[src/rtl/jdec_pkg.sv]
package jdec_pkg;
  localparam int RING_W = 5;
  localparam int SEG_W  = 7;
  localparam int DIGITS = 2 * RING_W;
  localparam int DIG_W  = $clog2(DIGITS);

  typedef logic [RING_W-1:0] ring_t;
  typedef logic [SEG_W-1:0]  seg_t;
  typedef logic [DIG_W-1:0]  digit_t;

  // Legal codes are low-filled thermometers (msb 0) or their complements (msb 1).
  function automatic logic ring_legal(ring_t r);
    ring_t t;
    t = r[RING_W-1] ? ~r : r;
    return (t & (t + ring_t'(1))) == '0;
  endfunction

  // Twisted shift for legal codes; anything else collapses to count 0.
  function automatic ring_t ring_next(ring_t r);
    if (ring_legal(r)) return {r[RING_W-2:0], ~r[RING_W-1]};
    return '0;
  endfunction

  function automatic digit_t ring_to_digit(ring_t r);
    int ones;
    ones = 0;
    for (int i = 0; i < RING_W; i++) ones += int'(r[i]);
    if (r[RING_W-1]) return digit_t'(DIGITS - ones);
    return digit_t'(ones);
  endfunction

  // Bit 0 = a ... bit 6 = g, active high.
  function automatic seg_t digit_to_seg(digit_t d);
    case (d)
      4'd0:    return 7'h3F;
      4'd1:    return 7'h06;
      4'd2:    return 7'h5B;
      4'd3:    return 7'h4F;
      4'd4:    return 7'h66;
      4'd5:    return 7'h6D;
      4'd6:    return 7'h7D;
      4'd7:    return 7'h07;
      4'd8:    return 7'h7F;
      4'd9:    return 7'h6F;
      default: return 7'h00;
    endcase
  endfunction
endpackage

[src/rtl/jdec_ring.sv]
module jdec_ring
  import jdec_pkg::*;
(
  input  logic  clk_i,
  input  logic  rst_i,
  input  logic  inhibit_i,
  output ring_t ring_o,
  output logic  legal_o
);
  ring_t ring_q;
  logic  legal_w;
  logic  step_w;

  assign legal_w = ring_legal(ring_q);
  // Recovery ignores inhibit so an illegal code never persists.
  assign step_w  = !inhibit_i || !legal_w;

  always_ff @(posedge clk_i or posedge rst_i) begin
    if (rst_i)       ring_q <= '0;
    else if (step_w) ring_q <= ring_next(ring_q);
  end

  assign ring_o  = ring_q;
  assign legal_o = legal_w;

  AST_RESET_ZERO: assert property (@(posedge clk_i) rst_i |-> ring_q == '0);
  AST_ADVANCE_MOVES: assert property (@(posedge clk_i) disable iff (rst_i)
    (!inhibit_i && legal_w) |=> ring_q != $past(ring_q));
  AST_HOLD_INHIBIT: assert property (@(posedge clk_i) disable iff (rst_i)
    (inhibit_i && legal_w) |=> $stable(ring_q));
  AST_RECOVER_ZERO: assert property (@(posedge clk_i) disable iff (rst_i)
    !legal_w |=> ring_q == '0);
endmodule

[src/rtl/jdec_decode.sv]
module jdec_decode
  import jdec_pkg::*;
(
  input  ring_t  ring_i,
  output digit_t digit_o,
  output seg_t   seg_raw_o
);
  assign digit_o   = ring_to_digit(ring_i);
  assign seg_raw_o = digit_to_seg(digit_o);
endmodule

[src/rtl/jdec_gate.sv]
module jdec_gate
  import jdec_pkg::*;
(
  input  seg_t seg_raw_i,
  input  logic disp_en_i,
  output seg_t seg_o,
  output logic c_ungated_o
);
  localparam int C_BIT = 2;
  assign seg_o       = disp_en_i ? seg_raw_i : '0;
  assign c_ungated_o = seg_raw_i[C_BIT];
endmodule

[src/rtl/decade_seg_counter.sv]
module decade_seg_counter
  import jdec_pkg::*;
(
  input  logic             clk_i,
  input  logic             rst_i,
  input  logic             inhibit_i,
  input  logic             disp_en_i,
  output logic [SEG_W-1:0] seg_o,
  output logic             carry_o,
  output logic             c_ungated_o
);
  ring_t  ring_w;
  logic   legal_w;
  digit_t digit_w;
  seg_t   seg_raw_w;

  jdec_ring u_ring (
    .clk_i     (clk_i),
    .rst_i     (rst_i),
    .inhibit_i (inhibit_i),
    .ring_o    (ring_w),
    .legal_o   (legal_w)
  );

  jdec_decode u_dec (
    .ring_i    (ring_w),
    .digit_o   (digit_w),
    .seg_raw_o (seg_raw_w)
  );

  jdec_gate u_gate (
    .seg_raw_i   (seg_raw_w),
    .disp_en_i   (disp_en_i),
    .seg_o       (seg_o),
    .c_ungated_o (c_ungated_o)
  );

  // High for the first half of the decade: straight from the ring's top bit.
  assign carry_o = ~ring_w[RING_W-1];

  AST_CARRY_WRAP: assert property (@(posedge clk_i) disable iff (rst_i)
    $rose(carry_o) |-> digit_w == '0);
  AST_DIGIT_RANGE: assert property (@(posedge clk_i) disable iff (rst_i)
    legal_w |-> int'(digit_w) < DIGITS);
  AST_BLANK_SEG: assert property (@(posedge clk_i) disable iff (rst_i)
    !disp_en_i |-> seg_o == '0 && seg_raw_w != '0 || !legal_w);
  AST_C_MATCH: assert property (@(posedge clk_i) disable iff (rst_i)
    disp_en_i |-> seg_o[2] == c_ungated_o);
endmodule

[config.mk]
export PLATFORM = sky130hd
export DESIGN_NAME = decade_seg_counter
export DESIGN_NICKNAME = d
export VERILOG_FILES = /design/src/rtl/jdec_pkg.sv /design/src/rtl/jdec_ring.sv /design/src/rtl/jdec_decode.sv /design/src/rtl/jdec_gate.sv /design/src/rtl/decade_seg_counter.sv
export SDC_FILE = /design/constraint.sdc
export NUM_CORES = 1
export LEC_CHECK = 0
export ABC_AREA = 1
export BUFFER_PORTS_ARGS = -buffer_cell sky130_fd_sc_hd__buf_2
export CORE_AREA = 2 2 39 41
export DETAILED_ROUTE_END_ITERATION = 16
export DIE_AREA = 0 0 41 43
export PLACE_DENSITY = 0.7
export SYNTH_ARGS = -nofsm -noshare
export SYNTH_HDL_FRONTEND = slang
export SYNTH_SLANG_ARGS = --single-unit
[constraint.sdc]
create_clock -name clk_i -period 4.3 [get_ports clk_i]
set_input_delay 0.215 -clock clk_i [delete_from_list [all_inputs] [get_ports clk_i]]
set_output_delay 0.215 -clock clk_i [all_outputs]
set_load 0.005 [all_outputs]
==> summary.txt <==
Global routing
  • Met3 Usage GRT: 3.14%
  • M2 GR Usage: 27.2%
  • Largest net degree at the start of global routing: 11
  • Met1 Use GR: 15.9%
  • Initial antenna violation count: 0
  • GRT overflow: 0
  • Number of global-route vias before repair: 515
  • Top Usage Layer GRT: met2
  • First-pass GRT wire length: 1900 um
  • Global Route Usage Sum: 15.8%

Outcome
  • Status: complete, no violations

Min path
  • Hold path endpoint: u_ring.ring_o[1]$_DFFE_PP0P_
  • Class of the tightest hold or removal check: in2reg
  • Min-delay src: inhibit_i
  • Hold path cells: 3

Detailed routing
  • 1st-pass router iterations: 4
  • Routed WL: 1110 um
  • Routed length per instance: 8.57 um
  • Post-DRT Antenna Nets: 0
  • Via count: 598
  • Vias per Instance: 4.64
  • DRT iter0 DRCs: 8
  • DRC: 0

Finish
  • Antenna diodes: 0
  • Synth-to-layout area growth: 16.3%
  • Max FFs per register: 5
  • Layout Nets: 126
  • Finished Cell Area: 724 sq um
  • Share of cells above drive strength 1: 20.4%

STA
  • Hold Fails Final Rpt: 0
  • Rel. slew slack: 74.7%
  • Period Utilization, post-route: 83.4%
  • TNS Setup: 0 ns
  • Slew @ Worst Pin: 0.379 ns
  • Peak Freq: 0.279 GHz
  • Setup-failing EPs final: 0
  • Post-route minimum period: 3.58 ns
  • RSZ-0062 raised after global routing: no
  • Clock skew: 0.000325 ns
  • Slew Limit Fails: 0

Critical path
  • Critical path fanouts, max: 5
  • Req. time, crit path: 4.09 ns
  • Reg-to-Reg Start: u_ring.ring_o[4]$_DFFE_PP0P_
  • CP Capture Type: primary output
  • Setup CP Type: reg2out
  • CP Data Arrival Time: 3.37 ns
  • FF-to-FF path depth: 6
  • Crit-path cells: ha_1 -> inv_1 -> fa_1 -> inv_1 -> ha_1 -> fa_1 -> ha_1 -> nand2_1 -> nand2_1 -> inv_1 -> ha_1 -> inv_1 -> nor3_1 -> nor2_1 -> buf_2
  • Setup crit start kind: register
  • FF-to-FF End: u_ring.ring_o[2]$_DFFE_PP0P_
  • Worst path bufs/invs: 5
  • Flop2flop setup slack: 3.09 ns
  • Crit path max-delay cell type: fa_1
  • Critical path's largest stage delay: 0.51 ns
  • Delay-heaviest family, CP: adder cells

Logic synthesis
  • Post-synthesis sequential area ratio: 20.1%
  • Post-Synthesis Cell Area: 623 sq um
  • Synth cell types: 20
  • Seq cells post-synth: 5
  • Ys Warns: 0
  • Syn nets: 110
  • Cells after Synth: 98
  • Post-Syn Area per Cell: 6.36 sq um

Placement
  • Cell area after placement: 688 sq um
  • Gpl congestion: 0.725
  • Number of port buffers: 12
  • Post-DP HPWL: 950 um

Floorplanning
  • # rows: 14
  • Initial Util: 45.0%
  • Area of the core: 1380 sq um
  • Die W: 41 um
  • Die ar.: 1760 sq um
  • Ports: 13
  • Die Y: 43 um

Clock network
  • CTS clk-pin slew, worst paths: 0.04 ns
  • Clk root buf: clkbuf_4
  • CTS Buffer Depth: 2
  • Clk Latency, worst-skew pair: 0.24 ns
  • CTS buffer count: 3
  • CTS tree: yes
  • H-tree levels: 1
  • CTS sink count: 5

Run
  • Max Cap Viol: 0
synthesized netlist by cell type, drive strengths merged:
cell type	number	area (sq um)
nor3	1	5.00
inv	19	73.8
dfrtp	5	125
o21ai	4	20.0
nand2	28	118
mux2i	1	10.0
a21oi	8	40.0
nand3	5	35.0
fa	2	40.0
ha	6	75.1
buf	2	15.0
nor2	17	66.3
worst reg2reg max path, delay by kind of cell, from the launching register on:
family | cells | cell delay, ns
buffers and inverters | 1 | 0.09
AO/OA/AOI/OAI | 1 | 0.07
AND/OR/NAND/NOR | 4 | 0.42
flip-flops | 1 | 0.56
layout make-up:
| class | instances | area (sq um) |
|---|---|---|
| Sequential cell | 5 | 125 |
| Fill cell | 152 | 659 |
| Inverter | 19 | 73.8 |
| Tap cell | 16 | 20.0 |
| Clock buffer | 4 | 26.3 |
| Timing Repair Buffer | 13 | 70.1 |
| Multi-Input combinational cell | 72 | 409 |
cells in the final DEF (no fill, tap or decap), drive strengths merged:
master	n
nor3	1
clkbuf	4
nand2	28
nor2	17
fa	2
a21oi	8
inv	19
nand3	5
dfrtp	5
dlygate4sd3	1
mux2i	1
ha	6
buf	12
o21ai	4
layer usage:
layer,vias to the layer above,part of all wire (%)
li1,329,-
met1,265,43
met2,4,56
met3,0,0.90
met4,0,0
met5,-,0
through the flow:
| step | worst slack, ns | instances | hold slack, ns | util (%) |
|---|---|---|---|---|
| final | 0.715 | 129 | 0.373 | 52.4 |
| after global routing | 0.437 | 129 | 0.376 | 52.4 |
| after CTS | 0.672 | 129 | 0.362 | 52.4 |
| after detailed placement | 0.937 | 124 | 0.116 | 49.7 |
| after global placement | 0.998 | 124 | 0.111 | 49.7 |
| after floorplan | 1.22 | 98 | -0.00648 | - |
worst max-delay path by stage:
stage,from,to,depth (start not counted)
floorplan,u_ring.ring_o[0]$_DFFE_PP0P_,seg_o[3],15
global placement,u_ring.ring_o[0]$_DFFE_PP0P_,seg_o[1],15
detailed placement,u_ring.ring_o[0]$_DFFE_PP0P_,seg_o[1],15
CTS,u_ring.ring_o[0]$_DFFE_PP0P_,seg_o[1],15
global route,u_ring.ring_o[0]$_DFFE_PP0P_,seg_o[3],16
finish,u_ring.ring_o[0]$_DFFE_PP0P_,seg_o[1],15
cells by family after synthesis:
kind of cell             count (synthesis)  share of synthesized area, %
AO/OA/AOI/OAI                           12                          9.64
buffers and inverters                   21                          14.3
multiplexers                             1                          1.61
flip-flops                               5                          20.1
adder cells (fa/ha/maj)                  8                          18.5
AND/OR/NAND/NOR                         51                          35.9
what timing repair did:
item                      in CTS  in global routing
buffers inserted               0                  0
hold buffers                   1                  0
resized for setup              0                  0
hold endpoints to repair       5                  0
Power is left out: the tool's default activity adds up to more than one toggle a clock period on the data nets, which glitch-free logic cannot reach.
